===== config.mk =====
export PLATFORM = sky130hd
export DESIGN_NAME = cq_desc_walker
export DESIGN_NICKNAME = d
export VERILOG_FILES = /design/src/rtl/cqw_pkg.sv /design/src/rtl/cqw_addr.sv /design/src/rtl/cqw_rd_port.sv /design/src/rtl/cqw_seq.sv /design/src/rtl/cq_desc_walker.sv
export SDC_FILE = /design/constraint.sdc
export NUM_CORES = 1
export LEC_CHECK = 0
export ABC_CLOCK_PERIOD_IN_PS = 7000
export BUFFER_PORTS_ARGS = -buffer_cell sky130_fd_sc_hd__buf_4
export CAP_MARGIN = 20
export CORE_MARGIN = 2
export CORE_UTILIZATION = 54
export DETAILED_ROUTE_END_ITERATION = 12
export HOLD_SLACK_MARGIN = 0.1
export PLACE_DENSITY_LB_ADDON = 0.12
export SLEW_MARGIN = 20
export SYNTH_ARGS = -nofsm -noshare
export SYNTH_HDL_FRONTEND = slang
export SYNTH_SLANG_ARGS = --single-unit

===== constraint.sdc =====
create_clock -name clk -period 7 [get_ports clk]
set_clock_uncertainty 0.05 [all_clocks]
set_input_delay 1.4 -clock clk [delete_from_list [all_inputs] [get_ports clk]]
set_output_delay 1.4 -clock clk [all_outputs]
set_load 0.01 [all_outputs]

===== src/rtl/cqw_pkg.sv =====
package cqw_pkg;

  localparam int ADDR_W = 64;
  localparam int WORD_W = 32;

  localparam logic [2:0] ACT_LINK = 3'd6;
  localparam logic [2:0] ACT_XFER = 3'd4;

  typedef enum logic [3:0] {
    ST_IDLE,
    ST_TASK_LO,
    ST_TASK_HI,
    ST_LINK,
    ST_PTR_LO,
    ST_PTR_HI,
    ST_XATTR,
    ST_XLO,
    ST_XHI
  } walk_st_e;

  typedef struct packed {
    logic a64;
    logic shrt;
    logic wide_task;
  } walk_cfg_t;

  typedef struct packed {
    logic        valid;
    logic        last;
    logic [2:0]  act;
    logic [15:0] len;
  } attr_t;

  function automatic attr_t unpack_attr(input logic [WORD_W-1:0] w);
    attr_t a;
    a.valid = w[0];
    a.last  = w[1];
    a.act   = w[5:3];
    a.len   = w[31:16];
    return a;
  endfunction

  function automatic logic [5:0] task_bytes(input walk_cfg_t c);
    return c.wide_task ? 6'd16 : 6'd8;
  endfunction

  function automatic logic [5:0] link_bytes(input walk_cfg_t c);
    return c.a64 ? 6'd16 : 6'd8;
  endfunction

  function automatic logic [5:0] slot_bytes(input walk_cfg_t c);
    return task_bytes(c) + link_bytes(c);
  endfunction

  function automatic logic [5:0] xfer_stride(input walk_cfg_t c);
    if (!c.a64) return 6'd8;
    return c.shrt ? 6'd12 : 6'd16;
  endfunction

  function automatic logic [16:0] seg_bytes(input logic [15:0] f);
    return (f == 16'd0) ? 17'h10000 : {1'b0, f};
  endfunction

endpackage


===== src/rtl/cqw_addr.sv =====
module cqw_addr
  import cqw_pkg::*;
#(
  parameter int TAG_W = 5
) (
  input  logic [ADDR_W-1:0] list_base,
  input  logic [TAG_W-1:0]  tag,
  input  walk_cfg_t         cfg_now,
  input  walk_cfg_t         cfg_q,
  input  walk_st_e          state,
  input  logic [ADDR_W-1:0] slot_q,
  input  logic [ADDR_W-1:0] xd_q,
  output logic [ADDR_W-1:0] slot_addr,
  output logic [ADDR_W-1:0] fetch_addr
);

  localparam int OFF_W = TAG_W + 6;

  logic [OFF_W-1:0]  slot_off;
  logic [ADDR_W-1:0] link_addr;

  assign slot_off  = {6'b0, tag} * {{TAG_W{1'b0}}, slot_bytes(cfg_now)};
  assign slot_addr = list_base + ADDR_W'(slot_off);
  assign link_addr = slot_q + ADDR_W'(task_bytes(cfg_q));

  always_comb begin
    unique case (state)
      ST_TASK_LO: fetch_addr = slot_q;
      ST_TASK_HI: fetch_addr = slot_q + ADDR_W'(4);
      ST_LINK:    fetch_addr = link_addr;
      ST_PTR_LO:  fetch_addr = link_addr + ADDR_W'(4);
      ST_PTR_HI:  fetch_addr = link_addr + ADDR_W'(8);
      ST_XATTR:   fetch_addr = xd_q;
      ST_XLO:     fetch_addr = xd_q + ADDR_W'(4);
      ST_XHI:     fetch_addr = xd_q + ADDR_W'(8);
      default:    fetch_addr = slot_q;
    endcase
  end

endmodule


===== src/rtl/cqw_rd_port.sv =====
module cqw_rd_port
  import cqw_pkg::*;
(
  input  logic              clk,
  input  logic              rst_n,
  input  logic              want,
  input  logic [ADDR_W-1:0] addr,
  output logic              mem_req,
  output logic [ADDR_W-1:0] mem_addr,
  input  logic              mem_ready,
  input  logic              mem_rvalid,
  input  logic [WORD_W-1:0] mem_rdata,
  output logic              got,
  output logic [WORD_W-1:0] data
);

  logic waiting_q;

  assign mem_req  = want && !waiting_q;
  assign mem_addr = addr;
  assign got      = waiting_q && mem_rvalid;
  assign data     = mem_rdata;

  always_ff @(posedge clk or negedge rst_n) begin
    if (!rst_n)                  waiting_q <= 1'b0;
    else if (mem_req && mem_ready) waiting_q <= 1'b1;
    else if (got)                waiting_q <= 1'b0;
  end

endmodule


===== src/rtl/cqw_seq.sv =====
module cqw_seq
  import cqw_pkg::*;
#(
  parameter int MAX_SEGS = 8
) (
  input  logic              clk,
  input  logic              rst_n,
  input  logic              start,
  input  walk_cfg_t         cfg_in,
  input  logic [ADDR_W-1:0] slot_addr_in,
  input  logic              got,
  input  logic [WORD_W-1:0] rdata,
  output walk_st_e          state,
  output walk_cfg_t         cfg_q,
  output logic [ADDR_W-1:0] slot_q,
  output logic [ADDR_W-1:0] xd_q,
  output logic              want,
  output logic [63:0]       task_desc,
  output logic              seg_valid,
  output logic [ADDR_W-1:0] seg_addr,
  output logic [16:0]       seg_len,
  output logic              seg_last,
  output logic              done,
  output logic              err,
  output logic              link_none,
  output logic              link_bad,
  output logic              xattr_bad,
  output logic              cap_hit
);

  localparam int CNT_W = $clog2(MAX_SEGS + 1);
  localparam logic [CNT_W-1:0] CNT_LAST = CNT_W'(MAX_SEGS - 1);

  attr_t             a;
  logic              link_ok, seg_fire, finish, fail;
  logic [15:0]       len_q;
  logic              last_q;
  logic [WORD_W-1:0] alo_q;
  logic [CNT_W-1:0]  cnt_q;

  assign a         = unpack_attr(rdata);
  assign want      = (state != ST_IDLE);
  assign link_ok   = got && state == ST_LINK && a.valid && !a.last && a.act == ACT_LINK;
  assign link_none = got && state == ST_LINK && !a.valid && a.last;
  assign link_bad  = got && state == ST_LINK && !link_ok && !link_none;
  assign xattr_bad = got && state == ST_XATTR && (!a.valid || a.act != ACT_XFER);
  assign seg_fire  = got && ((state == ST_XLO && !cfg_q.a64) || state == ST_XHI);
  assign cap_hit   = seg_fire && !last_q && (cnt_q == CNT_LAST);
  assign fail      = link_bad || xattr_bad || cap_hit;
  assign finish    = link_none || fail || (seg_fire && last_q);

  always_ff @(posedge clk or negedge rst_n) begin
    if (!rst_n) begin
      state     <= ST_IDLE;
      cfg_q     <= '0;
      slot_q    <= '0;
      xd_q      <= '0;
      task_desc <= '0;
      len_q     <= '0;
      last_q    <= 1'b0;
      alo_q     <= '0;
      cnt_q     <= '0;
      seg_valid <= 1'b0;
      seg_addr  <= '0;
      seg_len   <= '0;
      seg_last  <= 1'b0;
      done      <= 1'b0;
      err       <= 1'b0;
    end else begin
      seg_valid <= 1'b0;
      done      <= 1'b0;
      err       <= 1'b0;
      unique case (state)
        ST_IDLE: if (start) begin
          cfg_q  <= cfg_in;
          slot_q <= slot_addr_in;
          cnt_q  <= '0;
          state  <= ST_TASK_LO;
        end
        ST_TASK_LO: if (got) begin
          task_desc[31:0] <= rdata;
          state <= ST_TASK_HI;
        end
        ST_TASK_HI: if (got) begin
          task_desc[63:32] <= rdata;
          state <= ST_LINK;
        end
        ST_LINK: if (link_ok) state <= ST_PTR_LO;
        ST_PTR_LO: if (got) begin
          xd_q  <= ADDR_W'(rdata);
          state <= cfg_q.a64 ? ST_PTR_HI : ST_XATTR;
        end
        ST_PTR_HI: if (got) begin
          xd_q[ADDR_W-1:WORD_W] <= rdata;
          state <= ST_XATTR;
        end
        ST_XATTR: if (got && !xattr_bad) begin
          len_q  <= a.len;
          last_q <= a.last;
          state  <= ST_XLO;
        end
        ST_XLO: if (got) begin
          alo_q <= rdata;
          if (cfg_q.a64) state <= ST_XHI;
        end
        default: ;
      endcase

      if (seg_fire) begin
        seg_valid <= 1'b1;
        seg_addr  <= (state == ST_XHI) ? {rdata, alo_q} : ADDR_W'(rdata);
        seg_len   <= seg_bytes(len_q);
        seg_last  <= last_q;
        cnt_q     <= cnt_q + 1'b1;
        xd_q      <= xd_q + ADDR_W'(xfer_stride(cfg_q));
        state     <= ST_XATTR;
      end

      if (finish) begin
        done  <= 1'b1;
        err   <= fail;
        state <= ST_IDLE;
      end
    end
  end

endmodule


===== src/rtl/cq_desc_walker.sv =====
module cq_desc_walker
  import cqw_pkg::*;
#(
  parameter int TAG_W    = 5,
  parameter int MAX_SEGS = 8
) (
  input  logic              clk,
  input  logic              rst_n,
  input  logic              start_i,
  input  logic [TAG_W-1:0]  tag_i,
  input  logic [63:0]       list_base_i,
  input  logic              addr64_i,
  input  logic              short_xd_i,
  input  logic              task128_i,
  output logic              busy_o,
  output logic [63:0]       task_desc_o,
  output logic              seg_valid_o,
  output logic [63:0]       seg_addr_o,
  output logic [16:0]       seg_len_o,
  output logic              seg_last_o,
  output logic              done_o,
  output logic              err_o,
  output logic              mem_req_o,
  output logic [63:0]       mem_addr_o,
  input  logic              mem_ready_i,
  input  logic              mem_rvalid_i,
  input  logic [31:0]       mem_rdata_i
);

  walk_cfg_t         cfg_now, cfg_q;
  walk_st_e          state;
  logic [ADDR_W-1:0] slot_q, xd_q, slot_addr, fetch_addr;
  logic              want, got;
  logic [WORD_W-1:0] rd_data;
  logic              link_none, link_bad, xattr_bad, cap_hit;

  assign cfg_now.a64       = addr64_i;
  assign cfg_now.shrt      = short_xd_i;
  assign cfg_now.wide_task = task128_i;
  assign busy_o            = (state != ST_IDLE);

  cqw_addr #(.TAG_W(TAG_W)) u_addr (
    .list_base (list_base_i),
    .tag       (tag_i),
    .cfg_now   (cfg_now),
    .cfg_q     (cfg_q),
    .state     (state),
    .slot_q    (slot_q),
    .xd_q      (xd_q),
    .slot_addr (slot_addr),
    .fetch_addr(fetch_addr)
  );

  cqw_rd_port u_rd (
    .clk       (clk),
    .rst_n     (rst_n),
    .want      (want),
    .addr      (fetch_addr),
    .mem_req   (mem_req_o),
    .mem_addr  (mem_addr_o),
    .mem_ready (mem_ready_i),
    .mem_rvalid(mem_rvalid_i),
    .mem_rdata (mem_rdata_i),
    .got       (got),
    .data      (rd_data)
  );

  cqw_seq #(.MAX_SEGS(MAX_SEGS)) u_seq (
    .clk         (clk),
    .rst_n       (rst_n),
    .start       (start_i),
    .cfg_in      (cfg_now),
    .slot_addr_in(slot_addr),
    .got         (got),
    .rdata       (rd_data),
    .state       (state),
    .cfg_q       (cfg_q),
    .slot_q      (slot_q),
    .xd_q        (xd_q),
    .want        (want),
    .task_desc   (task_desc_o),
    .seg_valid   (seg_valid_o),
    .seg_addr    (seg_addr_o),
    .seg_len     (seg_len_o),
    .seg_last    (seg_last_o),
    .done        (done_o),
    .err         (err_o),
    .link_none   (link_none),
    .link_bad    (link_bad),
    .xattr_bad   (xattr_bad),
    .cap_hit     (cap_hit)
  );

endmodule


==> flow_metrics.tcl <==
set metrics [dict create \
    fin_nets 3637 \
    grt.total_usage_pct 41.53 \
    viasPerCell 6.864 \
    fmax_ghz 0.1467 \
    hp-class "flop to flop" \
    cpPeakStageDelay_ps 590 \
    layout.cells.non_filler 4132 \
    synth_edf_count 0 \
    layout.cells.most_common_list "buf_4 (454), nand2_1 (407), dfrtp_1 (336)" \
    max-slew-margin-rel_pct 17.86 \
    worstMarginPinSlew_ps 1232 \
    clkTransAtPathRegs_ps 60 \
    fin_util_pct 64.46 \
    avgSynthCellArea_um2 7.941 \
    worstRegToRegCells 14 \
    power_frac_comb_pct 58.6 \
    intPower_w 0.007255 \
    antenna_found_initial 0 \
    fin_crit_sh_pct 97.39 \
    crit_end "mem_addr_o[59]" \
    drtAntennaViolNets 0 \
    crit_type "flop to primary output" \
    pre_cts_ws_ps 302.5 \
    synth_top_family_by_area "simple AND/OR/NAND/NOR gates" \
    finalWorstPathRequiredPeriod_ps 6818 \
    p_per_area_nw_per_um2 462.7 \
    hold_viol 0 \
    end_kind "primary output" \
    diodes 0 \
    ys_warn_count 0 \
    cts_hold_buf 0 \
    io_pins 324 \
    clk_latency_ps 580 \
    leakagePower_nw 12.73 \
    ctsRootBufferMaster "clkbuf_16" \
    r2r-end "u_seq.xd_q[62]$_DFFE_PN0P_" \
    dr.pass1.iters 8 \
    grt_pass1_vias 27000 \
    clock_path_buffers 3 \
    finalWirelength_um 106700 \
    ys_ff_latch 338 \
    clock_sinks 338 \
    swShare_pct 48.95 \
    area_delta_synth_final_pct 18.10 \
    synthSimpleGateAreaFrac_pct 23.49 \
    r2r_start "u_seq.cfg_q[2]$_DFFE_PN0P_" \
    num_vias 28360 \
    arrival_ps 5370 \
    cp_top_family "simple AND/OR/NAND/NOR gates" \
    critical_path.startpoint "u_seq.cfg_q[0]$_DFFE_PN0P_" \
    setup_viol 0 \
    initial_core_util_pct 54.58 \
    drt_drc_violations_left 0 \
    cp_max_fo 7 \
    outcome "complete, no violations" \
    critPathBufInv 4 \
    fp-row-count 80 \
    grt_overflow 0 \
    placedInstanceArea_um2 29300 \
    die_h_um 223.5 \
    start_kind "flop" \
    irDropWorstVdd_mv 0.3998 \
    synth.distinct_cells 95 \
    synth_top_area_share_pct 32.52 \
    drt-wirelength-per-cell_um 25.82 \
    cts-htree-levels 2 \
    drt_iter0_drc 3492 \
    dp_hpwl_um 76930 \
    synthMuxAreaShare_pct 6.043 \
    drv_slew 0 \
    cp_cell_sequence "inv_1 -> ha_1 -> fa_1 -> nand2_1 -> or4_4 -> or4_1 -> xor2_1 -> a21oi_1 -> nand4_1 -> buf_4 -> nor4_1 -> buf_4 -> o211ai_1 -> nor3_1 -> xnor2_1 -> o221ai_1 -> buf_4" \
    ff2ff_setup_slack_ps 2380 \
    worst-endpoint-required_ps 5550 \
    grt_pass1_wl_um 159700 \
    drv_cap 0 \
    core_area_um2 47650 \
    synth_compound_area_share_pct 22.91 \
    cpMostUsedCell "buf_4" \
    cts_inserted_buffers 36 \
    io_buffers 323 \
    p_switching_w 0.006958 \
    drive_gt1_share_pct 20.33 \
    tns_ps 0 \
    grt_max_degree 144 \
    yosys_most_used_dff "dfrtp_1" \
    place_congestion 1.048 \
    yosys.area.top_type "dfrtp_1" \
    rsz0062_at_grt "yes" \
    final_cell_area_um2 30710 \
    synth_xor_area_share_pct 7.477 \
    synthCells 3275 \
    synth_area_um2 26010 \
    die_w_um 223.5 \
    place_inst 4060 \
    yosys.area_share.adder_pct 2.194 \
    seqPwrFrac_pct 27.1 \
    clkPwrFrac_pct 14.3 \
    syn_nets 3423 \
    synthArstFlopShare_pct 100.0 \
    critical_path_depth 17 \
    die_area_um2 49930 \
    layout_setup_ws_ps 182.5 \
    slowest_stage "or4_1" \
    layout_commonest_cell "buf_4" \
    synthTopCellsByArea "dfrtp_1 (33%), nand2_1 (5.9%), mux2_2 (5.2%)" \
    cts_tree "built" \
    seq_area_frac_synth_pct 32.52 \
]
## timing repair
item                                   4_1_cts  5_1_grt
endpoints found under the hold margin        0        0
setup endpoints to repair                    2       39
resized for setup                            3       16
setup buffers                                2        4
pin swaps                                    1        3
## tightest hold or removal path, delay by kind of cell (launching register included)
kind | cells | cell delay [ps]
flops | 1 | 340
simple gates | 2 | 100
## stage by stage
stage,hold slack [ps],total power (W)
2_1_floorplan,401.3,0.008272
3_3_place_gp,413.2,0.01171
3_5_place_dp,414.8,0.01186
4_1_cts,430.2,0.01394
5_1_grt,442.9,0.01488
6_report,429.2,0.01421
## power by group through the flow
| stage | Combinational, W | Sequential (W) | Clock [W] |
|---|---|---|---|
| finish | 0.00833 | 0.00385 | 0.00204 |
| CTS | 0.00810 | 0.00379 | 0.00205 |
| detailed placement | 0.00805 | 0.00382 | 0 |
| global placement | 0.00794 | 0.00377 | 0 |
| global route | 0.00884 | 0.00391 | 0.00212 |
| floorplan | 0.00498 | 0.00329 | 0 |
## worst min-delay path by stage
stage	cells after the start	slack [ps]	end	start
3_3_place_gp	2	410	u_seq.seg_len[8]$_DFFE_PN0P_	u_seq.seg_len[8]$_DFFE_PN0P_
6_report	2	430	u_seq.seg_len[10]$_DFFE_PN0P_	u_seq.seg_len[10]$_DFFE_PN0P_
2_1_floorplan	2	400	u_seq.cfg_q[1]$_DFFE_PN0P_	u_seq.cfg_q[1]$_DFFE_PN0P_
5_1_grt	2	440	u_seq.seg_len[10]$_DFFE_PN0P_	u_seq.seg_len[10]$_DFFE_PN0P_
4_1_cts	2	430	u_seq.seg_len[10]$_DFFE_PN0P_	u_seq.seg_len[10]$_DFFE_PN0P_
3_5_place_dp	2	410	u_seq.seg_len[10]$_DFFE_PN0P_	u_seq.seg_len[10]$_DFFE_PN0P_
## cells by family (layout without fill, tap and decap cells)
| group | Yosys count | after routing |
|---|---|---|
| muxes | 142 | 142 |
| and+or+nand+nor | 1251 | 1251 |
| DFF | 338 | 338 |
| xor gates and xnor gates | 222 | 222 |
| AOI/OAI and AO/OA | 921 | 921 |
| buffers and inverters | 362 | 604 |
| adders and majority gates | 39 | 39 |
## area by class of cell
class	instances	area, um^2
fillers	4065	16930
multi-input cells	2575	16370
flip-flops and latches	338	8461
repair buffers	462	3563
clock buffers	52	1051
well taps	615	769.5
inverters	76	287.8
clock inverters	14	214.0
## flip-flops by register name, summed over array words and instances, names as in the netlist
register,flops
u_seq.seg_addr,64
u_seq.slot_q,64
u_seq.task_desc,64
u_seq.xd_q,64
u_seq.alo_q,32
u_seq.seg_len,17
u_seq.len_q,16
u_seq.cnt_q,4
u_seq.state,4
u_seq.cfg_q,3
u_rd.waiting_q,1
u_seq.done,1
u_seq.err,1
u_seq.last_q,1
u_seq.seg_last,1
u_seq.seg_valid,1
## cells in the mapped netlist (all sizes together) (9+ instances only)
master and n:
nand4 68, nor2b 23, o2bb2ai 9, nor3b 10, ha 28, a31oi 63, dfrtp 338, or4 18
xor2 93, xnor2 129, fa 11, o31ai 16, nor3 86, nand3 123, o22ai 59, a211oi 18
o211ai 16, a221oi 33, a21oi 231, o21ai 233, o221ai 40, and4 17, clkbuf 232, or3 30
o22a 21, and3 42, buf 54, nor4 62, mux2i 22, a21o 14, inv 75, and2 33
mux2 120, o21a 13, a22o 36, nor2 277, nand2 409, a22oi 31, nand2b 16
## layer usage
metal / routed length, um / global-route usage, %
met1: 39580 / 50.63
met2: 49070 / 67.67
met3: 9482 / 7.270
met4: 8541 / 27.66
met5: 0 / 0
Power figures use the tool's default switching activity.
